[config.mk]
export PLATFORM = sky130hd
export DESIGN_NAME = casc_div
export DESIGN_NICKNAME = d
export VERILOG_FILES = /design/src/rtl/cdiv_pkg.sv /design/src/rtl/cdiv_rst_sync.sv /design/src/rtl/cdiv_stage.sv /design/src/rtl/cdiv_mode_dec.sv /design/src/rtl/cdiv_out_sel.sv /design/src/rtl/casc_div.sv
export SDC_FILE = /design/constraint.sdc
export NUM_CORES = 1
export LEC_CHECK = 0
export ABC_AREA = 0
export CORE_MARGIN = 5
export CORE_UTILIZATION = 49
export CTS_CLUSTER_SIZE = 20
export DETAILED_ROUTE_END_ITERATION = 8
export HOLD_SLACK_MARGIN = 0.06
export PLACE_DENSITY = 0.82
export SLEW_MARGIN = 0
export SYNTH_ARGS = -nofsm -noshare
export SYNTH_HDL_FRONTEND = slang
export SYNTH_SLANG_ARGS = --single-unit
[constraint.sdc]
create_clock -name clk_i -period 1.05 [get_ports clk_i]
set_clock_uncertainty 0.1 [all_clocks]
set_input_delay 0.2625 -clock clk_i [delete_from_list [all_inputs] [get_ports clk_i]]
set_output_delay 0.2625 -clock clk_i [all_outputs]
set_load 0.03 [all_outputs]
[src/rtl/cdiv_pkg.sv]
package cdiv_pkg;
  typedef enum logic [1:0] {
    MODE_PASS = 2'd0,
    MODE_ONE  = 2'd1,
    MODE_TWO  = 2'd2,
    MODE_BAD  = 2'd3
  } cdiv_mode_e;

  localparam int unsigned NUM_STAGES = 2;
endpackage

[src/rtl/cdiv_rst_sync.sv]
module cdiv_rst_sync #(
  parameter int unsigned STAGES = 2
) (
  input  logic clk_i,
  input  logic rst_ni,
  output logic rst_no
);
  logic [STAGES-1:0] sh_q;
  logic [STAGES-1:0] sh_d;

  always_comb begin
    sh_d = {sh_q[STAGES-2:0], 1'b1};
  end

  always_ff @(posedge clk_i or negedge rst_ni) begin
    if (!rst_ni) sh_q <= '0;
    else         sh_q <= sh_d;
  end

  assign rst_no = sh_q[STAGES-1];
endmodule

[src/rtl/cdiv_stage.sv]
module cdiv_stage #(
  parameter int unsigned CNT_W = 4
) (
  input  logic             clk_i,
  input  logic             rst_ni,
  input  logic             en_i,
  input  logic             clr_i,
  input  logic [CNT_W-1:0] hi_i,
  input  logic [CNT_W-1:0] lo_i,
  output logic             lvl_o,
  output logic [CNT_W:0]   cnt_o,
  output logic             wrap_o
);
  localparam int unsigned SC_W = CNT_W + 1;

  logic [SC_W-1:0] last_w;
  logic [SC_W-1:0] cnt_q, cnt_d;
  logic            lvl_q, lvl_d;

  // final count of the period; >= keeps the counter live after a field shrinks
  assign last_w = {1'b0, hi_i} + {1'b0, lo_i} + SC_W'(1);
  assign wrap_o = en_i && (cnt_q >= last_w);

  always_comb begin
    cnt_d = cnt_q;
    lvl_d = lvl_q;
    if (clr_i) begin
      cnt_d = '0;
      lvl_d = 1'b1;
    end else if (en_i) begin
      cnt_d = wrap_o ? '0 : cnt_q + SC_W'(1);
      lvl_d = (cnt_d <= {1'b0, hi_i});
    end
  end

  always_ff @(posedge clk_i or negedge rst_ni) begin
    if (!rst_ni) begin
      cnt_q <= '0;
      lvl_q <= 1'b1;
    end else begin
      cnt_q <= cnt_d;
      lvl_q <= lvl_d;
    end
  end

  assign lvl_o = lvl_q;
  assign cnt_o = cnt_q;
endmodule

[src/rtl/cdiv_mode_dec.sv]
module cdiv_mode_dec
  import cdiv_pkg::*;
(
  input  logic                  byp1_i,
  input  logic                  byp2_i,
  output cdiv_mode_e            mode_o,
  output logic [NUM_STAGES-1:0] use_o,
  output logic                  err_o
);
  always_comb begin
    unique case ({byp1_i, byp2_i})
      2'b11:   mode_o = MODE_PASS;
      2'b01:   mode_o = MODE_ONE;
      2'b00:   mode_o = MODE_TWO;
      default: mode_o = MODE_BAD;
    endcase
  end

  // a stage counts only when its result can reach the output
  assign use_o[0] = (mode_o == MODE_ONE) || (mode_o == MODE_TWO);
  assign use_o[1] = (mode_o == MODE_TWO);
  assign err_o    = (mode_o == MODE_BAD);
endmodule

[src/rtl/cdiv_out_sel.sv]
module cdiv_out_sel
  import cdiv_pkg::*;
(
  input  logic                  clk_i,
  input  cdiv_mode_e            mode_i,
  input  logic [NUM_STAGES-1:0] lvl_i,
  output logic                  clk_o
);
  always_comb begin
    unique case (mode_i)
      MODE_ONE: clk_o = lvl_i[0];
      MODE_TWO: clk_o = lvl_i[1];
      default:  clk_o = clk_i;
    endcase
  end
endmodule

[src/rtl/casc_div.sv]
module casc_div
  import cdiv_pkg::*;
#(
  parameter int unsigned CNT_W      = 4,
  parameter int unsigned RST_STAGES = 2
) (
  input  logic             clk_i,
  input  logic             rst_ni,
  input  logic             sync_i,
  input  logic [CNT_W-1:0] s1_hi_i,
  input  logic [CNT_W-1:0] s1_lo_i,
  input  logic [CNT_W-1:0] s2_hi_i,
  input  logic [CNT_W-1:0] s2_lo_i,
  input  logic             s1_byp_i,
  input  logic             s2_byp_i,
  output logic             clk_o,
  output logic             config_error_o
);
  localparam int unsigned SC_W = CNT_W + 1;

  logic                  rst_int;
  cdiv_mode_e            mode;
  logic [NUM_STAGES-1:0] use_stage;
  logic [NUM_STAGES-1:0] en;
  logic [NUM_STAGES-1:0] wrap;
  logic [NUM_STAGES-1:0] lvl;
  logic [CNT_W-1:0]      hi_f  [NUM_STAGES];
  logic [CNT_W-1:0]      lo_f  [NUM_STAGES];
  logic [SC_W-1:0]       cnt_f [NUM_STAGES];
  logic [SC_W-1:0]       cnt1, cnt2;
  logic                  wrap1;
  logic                  unused_wrap;

  assign hi_f[0] = s1_hi_i;
  assign lo_f[0] = s1_lo_i;
  assign hi_f[1] = s2_hi_i;
  assign lo_f[1] = s2_lo_i;

  cdiv_rst_sync #(.STAGES(RST_STAGES)) u_rst (
    .clk_i  (clk_i),
    .rst_ni (rst_ni),
    .rst_no (rst_int)
  );

  cdiv_mode_dec u_dec (
    .byp1_i (s1_byp_i),
    .byp2_i (s2_byp_i),
    .mode_o (mode),
    .use_o  (use_stage),
    .err_o  (config_error_o)
  );

  for (genvar g = 0; g < NUM_STAGES; g++) begin : g_stage
    if (g == 0) begin : g_first
      assign en[g] = use_stage[g];
    end else begin : g_chain
      // later stage steps once per period of the stage before it
      assign en[g] = use_stage[g] & wrap[g-1];
    end

    cdiv_stage #(.CNT_W(CNT_W)) u_stage (
      .clk_i  (clk_i),
      .rst_ni (rst_int),
      .en_i   (en[g]),
      .clr_i  (sync_i),
      .hi_i   (hi_f[g]),
      .lo_i   (lo_f[g]),
      .lvl_o  (lvl[g]),
      .cnt_o  (cnt_f[g]),
      .wrap_o (wrap[g])
    );
  end

  cdiv_out_sel u_sel (
    .clk_i  (clk_i),
    .mode_i (mode),
    .lvl_i  (lvl),
    .clk_o  (clk_o)
  );

  assign cnt1        = cnt_f[0];
  assign cnt2        = cnt_f[1];
  assign wrap1       = wrap[0];
  assign unused_wrap = wrap[NUM_STAGES-1];
endmodule

==> metrics, run 1 <==
Synth top cells by count=ha_1 (28), inv_1 (25), dfrtp_1 (12); n_diodes=0; Clock Power Share=27.8%; status=complete, but fails checks; initial antenna violation count=0; Crit Path Class=primary input to flip-flop; antenna-violating nets left=0; Worst VDD drop=0.891 mV; final global-route overflow total=0; Synth Net Count=between 200 and 250; Die H=~65 um; Synth top area share=23.3%; multi-input logic area=~1300 um^2; pre-CTS setup slack=-2900 ps; unrepaired setup endpoints after global routing=true; vias in the first global route=approximately 1,800; Reg clk slew, reported paths=about 90 ps; switching power share of the total=around a third; Seq pwr share=about a quarter; Crit. End Element=flip-flop; LEAKAGE=between 0.001 and 0.0015 uW; top-count cell post-synth=ha_1; design area=~2500 um^2; WL final=~5800 um; crit path max fanout=3; largest net degree at the start of global routing=13; drt via density=6.13; max-slew violation count=0; area grow syn2layout=66.1%; HPWL Detailed=3470 um; post-synthesis async set-or-reset flop share=100%; EDFF count, synth=0; Mapped Avg Cell Area=8.69 um^2; Core Area=~3000 um^2; simple-gate share of the synthesized area=between 10 and 15%; worst path required time=1280 ps; Syn Inst Count=approximately 170; register area share after synthesis=around a quarter; fin nets=a little over 300; initial core utilization=about half; fill count=~160; PD cells=between 800 and 900 nW/um^2; Fmax=approximately 0.31 GHz; port bufs=22; post-synthesis mux area share=less than 1%; failing checks=setup timing; post-layout min period=3260 ps; min setup slack post-route=-2210 ps; final setup vio count=17; Final Cycle Share=311%; drt initial violations=around 120; Arrival @ worst endpoint=3490 ps; Synth area leader=ha_1; routability congestion estimate=0.888; placed cell areas=around 2100 um^2; Synth Flop Type=dfrtp_1; Synth Area in Compound Gates=23.0%; #FFs+latches synth=14; sequential cell area=roughly 350 um^2; XOR/XNOR share of the synthesized area=around 5.2%; main combinational cell family by area after synthesis=adder cells; share of layout cells above drive strength 1=roughly 45%; die area=approximately 4300 um^2; Cell Rows=20; drt drc=0; drt first pass iters=4; adder-cell share of the synthesized area=26.0%; TritonCTS clock tree=built; Unique masters post-synth=35; Cells after DPL=around 270; Die W=roughly 65 um; clk_lat worst skew=390 ps; Fin. Hold Viols=0; Ys Warns=0; routed vias=about 1,800; switching pwr=787 uW; Post-Layout Cell Count=286; largest cells by area after synthesis=ha_1 (23%), dfrtp_1 (20%), inv_1 (6.2%); Max-Cap Viols=0; worst hold-check path type=flip-flop to asynchronous set/reset pin; first-pass GRT wire length=8080 um; Mapped Area=~1500 um^2; average wire per standard cell=20.3 um; All-Layer GR Usage=24.3%; type of origin of the critical path=primary input; internal power=1440 uW; IO Count=23; share of total power in combinational logic=46.2%
[logic make-up after synthesis]
group | after synthesis
compound gates | 47
xor+xnor | 9
fa+ha+maj | 30
buf+inv | 28
flops | 14
mux | 1
other cells | 1
simple gates | 43
[state kept, by name, indices dropped and copies added, names as in the netlist]
name,flops
u_rst.sh_q,2
g_stage.u_stage.cnt_o,10
g_stage.u_stage.lvl_o,2
[placed cells by master, fill, tap and decap left out, types with 2 or more instances in the layout]
cell,Yosys,final
nand2_1,9,8
xor2_1,4,4
buf_6,0,10
ha_4,0,7
nor2_1,8,7
clkbuf_4,0,6
a21oi_1,11,5
nand4_1,5,5
buf_4,0,47
buf_8,0,2
nand2b_1,2,2
o21a_1,4,4
dfrtp_1,12,12
nand2_2,1,2
or3_1,3,3
nand3_1,7,6
xnor2_1,5,4
nor2b_1,5,3
clkdlybuf4s50_1,0,4
nor2b_4,0,2
a21oi_4,1,2
a22oi_1,3,2
o21ai_0,7,4
buf_2,0,3
inv_1,25,19
inv_4,0,3
a221o_1,2,2
dfstp_2,2,2
a21oi_2,1,6
o21ai_2,1,2
ha_1,28,20
a21o_1,6,6
o32ai_1,3,3
dlygate4sd2_1,0,7
a211oi_1,4,4
fa_2,0,2
[power groups by stage]
stage / clock network (uW) / logic, uW / registers, uW
2_1_floorplan: 41.9 / 391 / 587
3_3_place_gp: 68.2 / 664 / 589
3_5_place_dp: 68.2 / 718 / 590
4_1_cts: 638 / 865 / 580
5_1_grt: 677 / 1090 / 584
6_report: 619 / 1030 / 580
[layout make-up]
type / count / share of cell area, %
clock buffer: 8 / 2.66
multi-input combinational: 131 / 51.0
tap: 33 / 1.65
timing repair buffer: 75 / 25.9
sequential: 14 / 14.1
inverter: 25 / 4.76
[critical path, cell delays in order]
cell     delay (ps)
buf_12          110
inv_12           40
ha_4            140
inv_4            40
fa_2            330
buf_4           140
buf_6           120
xnor2_4         120
ha_4            290
nand2_2          60
o21ai_4         200
a21o_1          210
nand2_1         130
o21ai_0         320
ha_2            280
nor2b_4          40
o21a_1          170
o21a_1          170
o21ai_2         110
a221o_1         190
[layer usage]
metal | wire length [um] | global-route usage (%)
met3 | 422 | 3.08
met2 | 2890 | 44.6
met5 | 0 | 0
met4 | 289 | 10.4
met1 | 2200 | 27.9
[worst paths after layout]
path                                             start                           to  slack [ps]  depth (start not counted)
setup / recovery                            s1_hi_i[0]     g_stage[1].u_stage.lvl_o       -2210                         20
hold / removal                           u_rst.sh_q[1]  g_stage[0].u_stage.cnt_o[0]         100                          0
setup reg to reg           g_stage[0].u_stage.cnt_o[4]     g_stage[1].u_stage.lvl_o       -1830                         13
hold reg to reg                          u_rst.sh_q[1]  g_stage[0].u_stage.cnt_o[0]         100                          0
max in group asynchronous                       rst_ni                u_rst.sh_q[0]         280                          2
min in group clk_i                       u_rst.sh_q[0]                u_rst.sh_q[1]         260                          0
[what timing repair did]
item,in CTS,in global routing
hold buffers,1,0
hold endpoints to repair,2,0
resized for setup,96,15
buffers inserted,6,5
pin swaps,41,23
endpoints found under the setup margin,17,17
[per-stage QoR]
| stage | hold WS, ps | TNS, ps | utilization [%] | total power [uW] |
|---|---|---|---|---|
| floorplan | -133 | -17060 | - | 1020 |
| global placement | 111 | -27760 | 70.8 | 1320 |
| detailed placement | 123 | -28720 | 70.8 | 1380 |
| CTS | 126 | -16220 | 79.8 | 2080 |
| global route | 175 | -19250 | 83.2 | 2360 |
| finish | 98.4 | -18230 | 83.2 | 2230 |
(Power assumes the default switching activity.)
==> run 2: changes to the inputs <==
--- a/config.mk
+++ b/config.mk
@@ -12,7 +12,7 @@
 export DETAILED_ROUTE_END_ITERATION = 8
 export HOLD_SLACK_MARGIN = 0.06
 export PLACE_DENSITY = 0.82
-export SLEW_MARGIN = 0
+export SLEW_MARGIN = 20
 export SYNTH_ARGS = -nofsm -noshare
 export SYNTH_HDL_FRONTEND = slang
 export SYNTH_SLANG_ARGS = --single-unit
==> results of run 2 <==
Final layout, timing and power as in run 1 (identical DEF).
